$ cat src/rtl/sink_ctrl_pkg.sv
package sink_ctrl_pkg;
  typedef enum logic [1:0] {MSG_IDLE = 2'd0, MSG_REQ = 2'd1, MSG_SAT = 2'd2, MSG_GNT = 2'd3} msg_e;
  typedef enum logic [1:0] {ST_FREE = 2'd0, ST_TAIL = 2'd1, ST_LIM = 2'd2} state_e;

  // strobes from control to datapath
  typedef struct packed {
    logic incDelay;
    logic clrDelay;
    logic loadQuota;
    logic decQuota;
    logic latchSink;
    logic send;
    logic fwdAddr;   // 1: message/sink address from received message, 0: from headDest
    msg_e msgType;
  } strobe_t;
endpackage

$ cat src/rtl/sink_ctrl_fsm.sv
module sink_ctrl_fsm
  import sink_ctrl_pkg::*;
(
  input  logic    clk,
  input  logic    rstN,
  input  logic    slotValid,
  input  logic    hasPkt,
  input  logic    txDone,
  input  msg_e    rxType,
  input  logic    destIsSink,
  input  logic    delayAtLimit,
  input  logic    quotaZero,
  output state_e  state,
  output strobe_t stb
);
  state_e nxtState;

  always_comb begin
    stb      = '0;
    nxtState = state;
    case (state)
      ST_FREE: begin
        if (rxType == MSG_REQ) begin
          stb.send      = 1'b1;
          stb.msgType   = MSG_REQ;
          stb.fwdAddr   = 1'b1;
          stb.latchSink = 1'b1;
          stb.loadQuota = 1'b1;
          stb.clrDelay  = 1'b1;
          nxtState      = ST_LIM;
        end else if (slotValid) begin
          if (hasPkt && !txDone) begin
            if (delayAtLimit) begin
              stb.send      = 1'b1;
              stb.msgType   = MSG_REQ;
              stb.latchSink = 1'b1;
              stb.clrDelay  = 1'b1;
              nxtState      = ST_TAIL;
            end else begin
              stb.incDelay = 1'b1;
            end
          end else begin
            stb.clrDelay = 1'b1;
          end
        end
      end
      ST_TAIL: begin
        if (rxType == MSG_SAT || rxType == MSG_GNT) begin
          stb.send    = 1'b1;
          stb.msgType = rxType;
          stb.fwdAddr = 1'b1;
        end
        if (rxType == MSG_GNT) begin
          stb.clrDelay = 1'b1;
          nxtState     = ST_FREE;
        end
      end
      ST_LIM: begin
        if (rxType == MSG_SAT || rxType == MSG_GNT) begin
          stb.send    = 1'b1;
          stb.msgType = rxType;
          stb.fwdAddr = 1'b1;
        end
        if (rxType == MSG_SAT) begin
          stb.loadQuota = 1'b1;
        end else if (rxType == MSG_GNT) begin
          stb.clrDelay = 1'b1;
          nxtState     = ST_FREE;
        end else if (slotValid && txDone && destIsSink && !quotaZero) begin
          stb.decQuota = 1'b1;
        end
      end
      default: nxtState = ST_FREE;
    endcase
  end

  always_ff @(posedge clk or negedge rstN) begin
    if (!rstN) state <= ST_FREE;
    else       state <= nxtState;
  end
endmodule

$ cat src/rtl/sink_ctrl_dp.sv
module sink_ctrl_dp
  import sink_ctrl_pkg::*;
#(
  parameter int ADDR_W      = 3,
  parameter int DELAY_LIMIT = 8,
  parameter int QUOTA       = 4
) (
  input  logic                 clk,
  input  logic                 rstN,
  input  strobe_t              stb,
  input  state_e               state,
  input  logic [ADDR_W-1:0]    headDest,
  input  logic [ADDR_W-1:0]    rxMsgAddr,
  output logic                 delayAtLimit,
  output logic                 quotaZero,
  output logic                 destIsSink,
  output logic [1:0]           txMsgType,
  output logic [ADDR_W-1:0]    txMsgAddr,
  output logic                 limActive,
  output logic [(1<<ADDR_W)-1:0] txEnMask
);
  localparam int NUM_DEST = 1 << ADDR_W;
  localparam int DW = $clog2(DELAY_LIMIT + 1);
  localparam int QW = $clog2(QUOTA + 1);
  localparam logic [DW-1:0] DLIM  = DW'(DELAY_LIMIT);
  localparam logic [QW-1:0] QFULL = QW'(QUOTA);

  logic [DW-1:0]     delayCnt;
  logic [QW-1:0]     quotaCnt;
  logic [ADDR_W-1:0] sinkAddr;
  logic [ADDR_W-1:0] selAddr;
  msg_e              msgTypeQ;
  logic [ADDR_W-1:0] msgAddrQ;

  assign selAddr      = stb.fwdAddr ? rxMsgAddr : headDest;
  assign delayAtLimit = (delayCnt == DLIM);
  assign quotaZero    = (quotaCnt == '0);
  assign destIsSink   = (headDest == sinkAddr);
  assign limActive    = (state == ST_LIM) && !quotaZero;
  assign txMsgType    = msgTypeQ;
  assign txMsgAddr    = msgAddrQ;

  always_ff @(posedge clk or negedge rstN) begin
    if (!rstN) begin
      delayCnt <= '0;
      quotaCnt <= '0;
      sinkAddr <= '0;
      msgTypeQ <= MSG_IDLE;
      msgAddrQ <= '0;
    end else begin
      if (stb.clrDelay)      delayCnt <= '0;
      else if (stb.incDelay) delayCnt <= delayCnt + 1'b1;
      if (stb.loadQuota)     quotaCnt <= QFULL;
      else if (stb.decQuota) quotaCnt <= quotaCnt - 1'b1;
      if (stb.latchSink)     sinkAddr <= selAddr;
      msgTypeQ <= stb.send ? stb.msgType : MSG_IDLE;
      msgAddrQ <= stb.send ? selAddr : '0;
    end
  end

  for (genvar g = 0; g < NUM_DEST; g++) begin : g_en
    assign txEnMask[g] = !((state == ST_LIM) && quotaZero && (sinkAddr == ADDR_W'(g)));
  end
endmodule

$ cat src/rtl/sink_throttle_ctrl.sv
module sink_throttle_ctrl
  import sink_ctrl_pkg::*;
#(
  parameter int ADDR_W      = 3,
  parameter int DELAY_LIMIT = 8,
  parameter int QUOTA       = 4
) (
  input  logic                   clk,
  input  logic                   rstN,
  input  logic                   slotValid,
  input  logic                   hasPkt,
  input  logic                   txDone,
  input  logic [ADDR_W-1:0]      headDest,
  input  logic [1:0]             rxMsgType,
  input  logic [ADDR_W-1:0]      rxMsgAddr,
  output logic [1:0]             txMsgType,
  output logic [ADDR_W-1:0]      txMsgAddr,
  output logic [1:0]             mode,
  output logic                   limActive,
  output logic [(1<<ADDR_W)-1:0] txEnMask
);
  localparam int NUM_DEST = 1 << ADDR_W;

  strobe_t stb;
  state_e  state;
  logic    delayAtLimit, quotaZero, destIsSink;

  assign mode = state;

  sink_ctrl_fsm fsm_i (
    .clk(clk), .rstN(rstN), .slotValid(slotValid), .hasPkt(hasPkt), .txDone(txDone),
    .rxType(msg_e'(rxMsgType)), .destIsSink(destIsSink), .delayAtLimit(delayAtLimit),
    .quotaZero(quotaZero), .state(state), .stb(stb)
  );

  sink_ctrl_dp #(.ADDR_W(ADDR_W), .DELAY_LIMIT(DELAY_LIMIT), .QUOTA(QUOTA)) dp_i (
    .clk(clk), .rstN(rstN), .stb(stb), .state(state), .headDest(headDest),
    .rxMsgAddr(rxMsgAddr), .delayAtLimit(delayAtLimit), .quotaZero(quotaZero),
    .destIsSink(destIsSink), .txMsgType(txMsgType), .txMsgAddr(txMsgAddr),
    .limActive(limActive), .txEnMask(txEnMask)
  );
endmodule

$ cat config.mk
export PLATFORM = sky130hd
export DESIGN_NAME = sink_throttle_ctrl
export DESIGN_NICKNAME = d
export VERILOG_FILES = /design/src/rtl/sink_ctrl_pkg.sv /design/src/rtl/sink_ctrl_fsm.sv /design/src/rtl/sink_ctrl_dp.sv /design/src/rtl/sink_throttle_ctrl.sv
export SDC_FILE = /design/constraint.sdc
export NUM_CORES = 1
export LEC_CHECK = 0
export BUFFER_PORTS_ARGS = -buffer_cell sky130_fd_sc_hd__buf_2
export CAP_MARGIN = 20
export CORE_UTILIZATION = 58
export CTS_BUF_LIST = sky130_fd_sc_hd__clkbuf_4 sky130_fd_sc_hd__clkbuf_8
export DETAILED_ROUTE_END_ITERATION = 7
export PLACE_DENSITY = 0.87
export SLEW_MARGIN = 10
export SYNTH_ARGS = -nofsm -noshare
export SYNTH_HDL_FRONTEND = slang
export SYNTH_SLANG_ARGS = --single-unit
$ cat constraint.sdc
create_clock -name clk -period 4.1 [get_ports clk]
set_clock_uncertainty 0.05 [all_clocks]
set_input_delay 0.82 -clock clk [delete_from_list [all_inputs] [get_ports clk]]
set_output_delay 0.82 -clock clk [all_outputs]
set_load 0.005 [all_outputs]
==> results of run 1 <==
[metal layers]
| layer | global-route usage [%] | routed length [um] | up-vias |
|---|---|---|---|
| met5 | 0 | 0 | - |
| met4 | 10.91 | 25 | 0 |
| met3 | 3.600 | 76 | 4 |
| met2 | 37.68 | 1059 | 32 |
| met1 | 31.30 | 944 | 463 |
| li1 | - | - | 479 |
[cells by family (layout without fill, tap and decap cells)]
kind of cell | count (synthesis) | in the layout
multiplexers | 8 | 8
adder cells (fa/ha/maj) | 8 | 8
AO/OA/AOI/OAI | 25 | 25
buffers and inverters | 14 | 43
AND/OR/NAND/NOR | 45 | 45
XOR/XNOR | 4 | 4
flip-flops | 17 | 17
[registers in the layout, indices dropped and copies added (netlist names)]
signal and cells:
dp_i.delayCnt 4, dp_i.txMsgType 2, dp_i.quotaCnt 3, dp_i.txMsgAddr 3
dp_i.sinkAddr 3, fsm_i.state 2
[final cells by class]
cell class	count	area share, %
Multi-Input combinational cell	90	47.59
Timing Repair Buffer	28	11.03
Clock inverter	1	0.3941
Sequential cell	17	33.50
Clock buffer	3	1.773
Tap cell	25	2.463
Inverter	11	3.251
[stage by stage]
| stage | total power [mW] | utilization [%] | instances |
|---|---|---|---|
| after floorplan | 0.3773 | - | 121 |
| after global placement | 0.4313 | 71.18 | 171 |
| after detailed placement | 0.4387 | 71.18 | 171 |
| after CTS | 0.5268 | 72.76 | 175 |
| after global routing | 0.5690 | 72.76 | 175 |
| final | 0.5255 | 72.76 | 175 |
[where the power goes]
part	internal, mW	switching, mW	leakage (nW)
registers	0.202	0.0313	0.220
logic	0.0855	0.117	0.389
clock network	0.0362	0.0533	0.0177
[critical path: stages (launching register included)]
cell,delay [ns]
dfrtp_1,0.37
inv_1,0.11
ha_1,0.17
nor2b_1,0.21
nand2_1,0.11
nor2_1,0.25
nand3_1,0.11
buf_2,0.14
[placed cells by master, fill, tap and decap left out]
cell / instances
a31o_2: 1
nand3_1: 6
clkbuf_4: 3
and3_1: 1
dfrtp_1: 17
a211oi_1: 3
clkinv_2: 1
and3b_1: 1
or4_1: 1
inv_1: 11
nor4b_1: 1
o21bai_1: 1
a21o_1: 2
nand3b_1: 1
a21oi_1: 9
nand4_1: 1
buf_2: 28
o21ai_0: 3
nand2_1: 12
and2b_2: 1
or3_1: 2
o211ai_1: 1
o2111ai_1: 1
o221ai_1: 1
xor2_1: 3
nor2_1: 9
nand2b_1: 2
a22oi_1: 1
o21ai_1: 1
ha_1: 8
nor3_1: 2
nor2b_1: 4
xnor2_1: 1
and3_2: 1
o21a_1: 1
mux2i_1: 8
[worst max path at each step]
stage | startpoint | cells after the start | endpoint | slack (ns)
4_1_cts | dp_i.quotaCnt[0]$_DFFE_PN0P_ | 7 | txEnMask[3] | 1.48
3_5_place_dp | rxMsgType[1] | 5 | dp_i.delayCnt[3]$_DFFE_PN0P_ | 1.58
2_1_floorplan | rxMsgType[1] | 5 | dp_i.delayCnt[3]$_DFFE_PN0P_ | 1.89
3_3_place_gp | rxMsgType[1] | 5 | dp_i.delayCnt[3]$_DFFE_PN0P_ | 1.63
5_1_grt | dp_i.quotaCnt[0]$_DFFE_PN0P_ | 7 | txEnMask[3] | 1.33
6_report | dp_i.quotaCnt[0]$_DFFE_PN0P_ | 7 | txEnMask[3] | 1.49
==> metrics.yaml, run 1 <==
rrSetupSlack_ns: 1.91
synth_commonest_cells: "dfrtp_1 (17), nand2_1 (12), inv_1 (11)"
final_hold_viol_count: 0
fin_area_um2: 1270
dpl_worst_slack_ns: 1.583
core-area_um2: 1745
syn_to_final_growth_pct: 16.94
track_usage_pct: 23.57
num_vias: 978
drv_slew: 0
p_per_area_nw_per_um2: 413.8
rows: 15
synth_area_leaders: "dfrtp_1 (39%), ha_1 (9.2%), mux2i_1 (7.4%)"
worstMarginPinSlew_ns: 0.8360
async_flop_share_pct: 100.0
worst-setup-path-type: "register to output pin"
rsz0062_at_grt: "no"
cts_htree_levels: 1
antenna_found_initial: 0
cp-start-kind: "register"
timing.rr.end: "dp_i.delayCnt[3]$_DFFE_PN0P_"
wirelength_um: 2106
start_util_pct: 62.22
cp_max_fo: 4
dp_hpwl_um: 1690
grt_pass1_vias: 810
max_cap_viol_count: 0
fillers: 136
regArea_um2: 425.4
drc: 0
max-clock-path-buffers: 2
via_per_inst: 5.589
synthAdderAreaFrac_pct: 9.217
cts_root_buf: "clkbuf_4"
synth_top_area_share_pct: 39.17
fmax_mhz: 382.5
report.final.setup_viol: 0
multi_input_area_um2: 604.3
drtAntennaViolNets: 0
synth_top_cell_by_area: "dfrtp_1"
synth-seq-area-share_pct: 39.17
synth_compound_area_share_pct: 14.63
synth-xor-area-share_pct: 3.226
worst_slack_ns: 1.486
postCtsHoldBufs: 0
grt_max_degree: 18
post_drt_wl_per_cell_um: 12.03
synth-simple-area-share_pct: 21.20
rr_startpoint: "dp_i.delayCnt[0]$_DFFE_PN0P_"
rr_worst_depth: 6
crit_required_ns: 3.23
cts_setup_buffers: 0
io_buffers: 28
die_x_um: 45.27
synth.ff_latch_count: 17
synth_flop_cell: "dfrtp_1"
cts_tree: "yes"
synth_fp_nets: 142
yosysMostFrequentCell: "dfrtp_1"
drive_above_1_share_pct: 23.33
synthMuxAreaShare_pct: 7.373
synth_top_family_by_area: "simple AND/OR/NAND/NOR gates"
yosysWarnings: 0
cts_resized: 0
antenna_cells: 0
p_leak_nw: 0.6264
cts-buffers-inserted: 3
layout.nets: 172
first_iter_violations: 17
gr-total-overflow: 0
dieArea_um2: 2049
grt_pass1_wl_um: 3394
timing.setup.tns_ns: 0
clock_latency_ns: 0.29
peakVddDrop_mv: 0.3398
synth_edf_count: 0
cts_sinks: 17
crit_arrival_ns: 1.74
gp_congestion: 0.7799
outcome: "complete, no violations"
layout_min_cycle_time_ns: 2.614
hold_ws_ns: 0.3811
hp-class: "input pin to asynchronous set/reset pin"
slew_headroom_pct: 43.48
ios: 29
placed_area_um2: 1242
synth_area_um2: 1086
period_share_pct: 63.77
dieHeight_um: 45.27
clk_pin_slew_ns: 0.10
synthCells: 121
avgSynthCellArea_um2: 8.976
synth.distinct_cells: 35
critPathCaptureType: "output pin"
first_pass_iters: 4
(Power assumes the default switching activity.)
==> inputs of run 2 (changes only) <==
--- a/config.mk
+++ b/config.mk
@@ -7,10 +7,10 @@
 export LEC_CHECK = 0
 export BUFFER_PORTS_ARGS = -buffer_cell sky130_fd_sc_hd__buf_2
 export CAP_MARGIN = 20
-export CORE_UTILIZATION = 58
+export CORE_UTILIZATION = 48
 export CTS_BUF_LIST = sky130_fd_sc_hd__clkbuf_4 sky130_fd_sc_hd__clkbuf_8
 export DETAILED_ROUTE_END_ITERATION = 7
-export PLACE_DENSITY = 0.87
+export PLACE_DENSITY = 0.77
 export SLEW_MARGIN = 10
 export SYNTH_ARGS = -nofsm -noshare
 export SYNTH_HDL_FRONTEND = slang
==> constraint.sdc (replaced) <==
create_clock -name clk -period 2.2 [get_ports clk]
set_clock_uncertainty 0.05 [all_clocks]
set_input_delay 0.44 -clock clk [delete_from_list [all_inputs] [get_ports clk]]
set_output_delay 0.44 -clock clk [all_outputs]
set_load 0.005 [all_outputs]
==> run 2 against run 1 <==
Setup slack worse by 1.4 ns. Largest cell class unchanged. Core utilization decreased by 7.9 points. Via count up 0.92%. Combinational power grew 110%. Critical path type is now register to register. Total power up 95%. First-iteration DRC count up 41%. Sequential share of layout area shrank 1.4 points.
==> metrics.yaml, run 2 (synthesized netlist as in run 1, its figures left out) <==
antenna_cells: 0  # unchanged
syn_to_final_growth_pct: 22.00
rr_worst_depth: 6  # unchanged
worst_slack_ns: 0.08930  # -1.396 ns
p_per_area_nw_per_um2: 771.6  # +86%
antenna_found_initial: 0  # unchanged
crit_path_top_delay_cell: "or4_4"
cts_htree_levels: 1  # unchanged
critPathBufInv: 1  # -1
first_pass_iters: 4  # unchanged
worst_path_dominant_cell_family: "simple AND/OR/NAND/NOR gates"
cp.depth: 6  # -1
path_cells: "inv_1 > ha_1 > and3b_1 > or4_4 > or3_1 > a21oi_1"
rows: 16  # +1
dieHeight_um: 49.57  # +9.5%
worst-setup-path-type: "register to register"
io_buffers: 28  # unchanged
max_cap_viol_count: 0  # unchanged
outcome: "complete, no violations"
fmax_mhz: 473.8
drc: 0  # unchanged
clock_latency_ns: 0.28  # about the same
die_x_um: 49.57  # +9.5%
slew_headroom_pct: 57.59  # +14 points
drv_slew: 0  # unchanged
track_usage_pct: 20.96  # -2.6 points
cts_sinks: 17  # unchanged
final_common_cell: "buf_2"
dpl.cell_count: 176  # +2.9%
postCtsHoldBufs: 0  # unchanged
peakVddDrop_mv: 0.5363  # +58%
grt_pass1_wl_um: 3898  # +15%
p_leak_nw: 0.6510  # +3.9%
cts_tree: "yes"
ios: 29  # unchanged
placed_area_um2: 1267  # +2.0%
drive_above_1_share_pct: 29.41  # +6.1 points
report.final.setup_viol: 0  # unchanged
critPathMaxStageDelay_ns: 0.58  # +0.21 ns
num_vias: 987  # +0.92%
cts_root_buf: "clkbuf_4"
worstMarginPinSlew_ns: 0.6313  # -0.2047 ns
drtAntennaViolNets: 0  # unchanged
crit_arrival_ns: 2.27  # +0.53 ns
layout_common_cells: "buf_2 (28), dfrtp_1 (17), inv_1 (11), nand2_1 (11)"
cp_max_fo: 6  # +2
grt_pass1_vias: 934  # +15%
layout_min_cycle_time_ns: 2.111
cp-start-kind: "register"
crit_required_ns: 2.36  # -0.87 ns
via_per_inst: 5.483  # -1.9%
layout.nets: 175  # +1.7%
start_util_pct: 53.19  # -9.0 points
fin_area_um2: 1325  # +4.3%
dieArea_um2: 2457  # +20%
gp_congestion: 0.8306  # +6.5%
critPathCaptureType: "register"
largest_register_ffs: 4  # unchanged
wirelength_um: 2385  # +13%
dp_hpwl_um: 1875  # +11%
max-clock-path-buffers: 2  # unchanged
post_drt_wl_per_cell_um: 13.25  # +10%
hp-class: "input pin to asynchronous set/reset pin"
final_cells: 180  # +2.9%
largest_register: "dp_i.delayCnt"
period_share_pct: 95.94
clk_pin_slew_ns: 0.10  # about the same
first_iter_violations: 24  # +7
dpl_worst_slack_ns: 0.05008  # -1.533 ns
rsz0062_at_grt: "no"
final_hold_viol_count: 0  # unchanged
core-area_um2: 2042  # +17%
gr-total-overflow: 0  # unchanged
grt_max_degree: 18  # unchanged
cts-buffers-inserted: 3  # unchanged
[run 2: layer usage]
layer | part of all wire [%] | GRT usage, %
met5 | 0 | 0
met4 | 1.1 | 8.571
met2 | 48 | 36.04
met3 | 4.4 | 2.778
met1 | 46 | 26.16
[run 2: worst paths after layout]
path / from / endpoint / slack (ns)
setup reg to reg: dp_i.delayCnt[0]$_DFFE_PN0P_ / dp_i.delayCnt[3]$_DFFE_PN0P_ / 0.09
min in group clk: rxMsgType[0] / dp_i.txMsgType[0]$_DFF_PN0_ / 0.42
max in group asynchronous: rstN / dp_i.quotaCnt[2]$_DFFE_PN0P_ / 1.81
hold / removal: rstN / dp_i.txMsgType[1]$_DFF_PN0_ / 0.009
setup / recovery: dp_i.delayCnt[0]$_DFFE_PN0P_ / dp_i.delayCnt[3]$_DFFE_PN0P_ / 0.09
hold reg to reg: dp_i.delayCnt[3]$_DFFE_PN0P_ / dp_i.delayCnt[3]$_DFFE_PN0P_ / 0.52
[run 2: where the power goes]
part	internal, mW	leakage [nW]	total, mW	switching (mW)
Sequential	0.377	0.220	0.442	0.0647
Clock	0.0674	0.0177	0.164	0.0962
Combinational	0.177	0.413	0.417	0.240
[run 2: through the flow]
stage / TNS, ns / total power [mW] / util, % / hold slack (ns)
2_1_floorplan: 0 / 0.7031 / - / 0.09441
3_3_place_gp: 0 / 0.8178 / 62.07 / 0.3296
3_5_place_dp: 0 / 0.8426 / 62.07 / 0.3327
4_1_cts: -0.005743 / 1.007 / 63.42 / 0.01407
5_1_grt: 0 / 1.099 / 64.89 / 0.01524
6_report: 0 / 1.022 / 64.89 / 0.009474
[run 2: repair_timing]
item | in CTS | in global routing
pin swaps | 0 | 0
endpoints found under the setup margin | 1 | 11
buffers inserted | 0 | 0
gates resized for setup | 0 | 9
[run 2: area by class of cell]
class                           count  area (um^2)
Clock buffer                        3        22.52
Clock inverter                      1        5.005
Fill cell                         187        716.9
Inverter                           11        41.29
Multi-Input combinational cell     90        634.4
Sequential cell                    17        425.4
Tap cell                           27        33.78
Timing Repair Buffer               31        162.7
==> inputs of run 3 (changes only) <==
--- a/config.mk
+++ b/config.mk
@@ -7,10 +7,13 @@
 export LEC_CHECK = 0
 export BUFFER_PORTS_ARGS = -buffer_cell sky130_fd_sc_hd__buf_2
 export CAP_MARGIN = 20
-export CORE_UTILIZATION = 48
+export CELL_PAD_IN_SITES_DETAIL_PLACEMENT = 1
+export CELL_PAD_IN_SITES_GLOBAL_PLACEMENT = 1
+export CORE_UTILIZATION = 36
 export CTS_BUF_LIST = sky130_fd_sc_hd__clkbuf_4 sky130_fd_sc_hd__clkbuf_8
 export DETAILED_ROUTE_END_ITERATION = 7
-export PLACE_DENSITY = 0.77
+export PLACE_DENSITY_LB_ADDON = 0.1
+export REMOVE_ABC_BUFFERS = 1
 export SLEW_MARGIN = 10
 export SYNTH_ARGS = -nofsm -noshare
 export SYNTH_HDL_FRONTEND = slang
==> run 3 against run 2 <==
The run now ends with design-rule violations, negative hold slack left. Global-route usage fell by 2.0 points. Clock power is 9% higher. Maximum frequency grew 1.3%. Largest power group unchanged.
==> metrics.yaml, run 3 (synthesized netlist as in run 1, its figures left out) <==
via_per_inst: 5.293  # -3.5%
clock_latency_ns: 0.30  # +0.02 ns
timing.rr.end: "dp_i.delayCnt[3]$_DFFE_PN0P_"
combinationalPowerShare_pct: 41.2  # +0.4 points
cts_setup_buffers: 0  # unchanged
grt_max_degree: 18  # unchanged
slew_headroom_pct: 71.34  # +14 points
hold_ws_ns: -0.003664  # -0.01314 ns
crit_required_ns: 2.39  # +0.03 ns
clockPowerShare_pct: 16.7  # +0.7 points
rr_startpoint: "dp_i.delayCnt[0]$_DFFE_PN0P_"
path_cells: "inv_1 > ha_1 > and3b_1 > or4_4 > or3_1 > a21oi_1"
grt_pass1_vias: 1038  # +11%
report.final.setup_viol: 0  # unchanged
critPathBufInv: 1  # unchanged
syn_to_final_growth_pct: 25.46
rrSetupSlack_ns: 0.12  # +0.03 ns
gr-total-overflow: 0  # unchanged
period_share_pct: 94.71  # -1.2 points
final_hold_viol_count: 10  # +10
dpl.cell_count: 184  # +4.5%
first_iter_violations: 15  # -38%
cts_tree: "yes"
dieHeight_um: 56.93  # +15%
max_cap_viol_count: 0  # unchanged
outcome: "finished with violations"
worstMarginPinSlew_ns: 0.4254  # -0.2059 ns
worst-setup-path-type: "register to register"
drv_slew: 0  # unchanged
num_vias: 995  # +0.81%
fin_area_um2: 1363  # +2.8%
p_per_area_nw_per_um2: 779.6  # +1.0%
crit_arrival_ns: 2.27  # about the same
dp_hpwl_um: 2153  # +15%
largest_register_ffs: 4  # unchanged
worst_slack_ns: 0.1163  # +0.02700 ns
cts_sinks: 17  # unchanged
cp_max_fo: 5  # -1
rr_worst_depth: 6  # unchanged
die_x_um: 56.93  # +15%
placed_area_um2: 1303  # +2.8%
cts-buffers-inserted: 3  # unchanged
track_usage_pct: 18.94  # -2.0 points
critPathMaxStageDelay_ns: 0.58  # about the same
post_drt_wl_per_cell_um: 14.65  # +11%
grt_pass1_wl_um: 4788  # +23%
ios: 29  # unchanged
cts_htree_levels: 1  # unchanged
clk_pin_slew_ns: 0.11  # about the same
max-clock-path-buffers: 2  # unchanged
p_int_mw: 0.6334  # +1.8%
first_pass_iters: 7  # +3
drive_above_1_share_pct: 31.21  # +1.8 points
wirelength_um: 2755  # +16%
postCtsHoldBufs: 0  # unchanged
critPathCaptureType: "register"
dieArea_um2: 3240  # +32%
worst_path_dominant_cell_family: "simple AND/OR/NAND/NOR gates"
p_leak_nw: 0.6722  # +3.3%
violations: "design-rule violations, negative hold slack"
pwr-share-seq_pct: 42.1  # -1.1 points
dpl_worst_slack_ns: 0.05590  # +0.005823 ns
crit_path_top_delay_cell: "or4_4"
swShare_pct: 40.37  # +1.2 points
p_sw_mw: 0.4288  # +7.1%
rsz0062_at_grt: "no"
timing.setup.tns_ns: 0  # unchanged
hp-class: "input pin to asynchronous set/reset pin"
largest_register: "dp_i.delayCnt"
antenna_found_initial: 0  # unchanged
final_cells: 188  # +4.4%
peakVddDrop_mv: 0.5033  # -6.2%
gp_congestion: 0.7200  # -13%
layout_common_cells: "buf_2 (28), dfrtp_1 (17), nand2_1 (11)"
rows: 19  # +3
drc: 2  # +2
core-area_um2: 2805  # +37%
start_util_pct: 38.72  # -14 points
io_buffers: 28  # unchanged
cp-start-kind: "register"
fmax_mhz: 479.9  # +1.3%
layout_min_cycle_time_ns: 2.084  # -0.02700 ns
antenna_cells: 0  # unchanged
layout.nets: 179  # +2.3%
final_common_cell: "buf_2"
drtAntennaViolNets: 0  # unchanged
cts_root_buf: "clkbuf_4"
[run 3: layer usage]
metal  share of wire [%]  vias to the layer above  track usage (%)
met5                   0                        -                0
met4                   0                        0            2.091
met3                 2.9                        0            4.839
met2                  50                       17            31.93
met1                  48                      489            25.25
li1                    -                      489                -
[run 3: how the worst max path moves through the flow]
stage	from	depth (start not counted)	endpoint
after floorplan	dp_i.delayCnt[0]$_DFFE_PN0P_	6	dp_i.delayCnt[3]$_DFFE_PN0P_
after global placement	dp_i.delayCnt[0]$_DFFE_PN0P_	6	dp_i.delayCnt[3]$_DFFE_PN0P_
after detailed placement	dp_i.delayCnt[0]$_DFFE_PN0P_	6	dp_i.delayCnt[3]$_DFFE_PN0P_
after CTS	dp_i.quotaCnt[0]$_DFFE_PN0P_	7	txEnMask[7]
after global routing	dp_i.quotaCnt[0]$_DFFE_PN0P_	7	txEnMask[7]
final	dp_i.delayCnt[0]$_DFFE_PN0P_	6	dp_i.delayCnt[3]$_DFFE_PN0P_
[run 3: layout make-up]
class | count | area, um^2
Sequential cell | 17 | 425.4
Fill cell | 355 | 1443
Inverter | 11 | 41.29
Tap cell | 31 | 38.79
Timing Repair Buffer | 35 | 192.7
Clock buffer | 3 | 22.52
Multi-Input combinational cell | 90 | 636.9
Clock inverter | 1 | 5.005
[run 3: repair_timing]
item                                   4_1_cts  5_1_grt
setup endpoints to repair                    8       13
resized for setup                            3        7
endpoints found under the hold margin        0        0
[run 3: power by group through the flow]
stage / Sequential [mW] / Clock [mW] / Combinational [mW]
floorplan: 0.438 / 0 / 0.259
global placement: 0.445 / 0 / 0.406
detailed placement: 0.448 / 0 / 0.420
CTS: 0.443 / 0.185 / 0.429
global route: 0.458 / 0.193 / 0.494
finish: 0.447 / 0.178 / 0.438
[run 3: through the flow]
step	util (%)	total power, mW	hold slack, ns
floorplan	-	0.6968	0.09441
CTS	47.68	1.056	0.006294
global route	48.57	1.144	0.02382
finish	48.57	1.062	-0.003664
global placement	46.43	0.8512	0.3410
detailed placement	46.43	0.8685	0.3475
[run 3: worst reg2reg max path: stages, from the launching register on]
cell     delay (ns)
dfrtp_1        0.39
inv_1          0.08
ha_1           0.20
and3b_1        0.22
or4_4          0.58
or3_1          0.36
a21oi_1        0.14
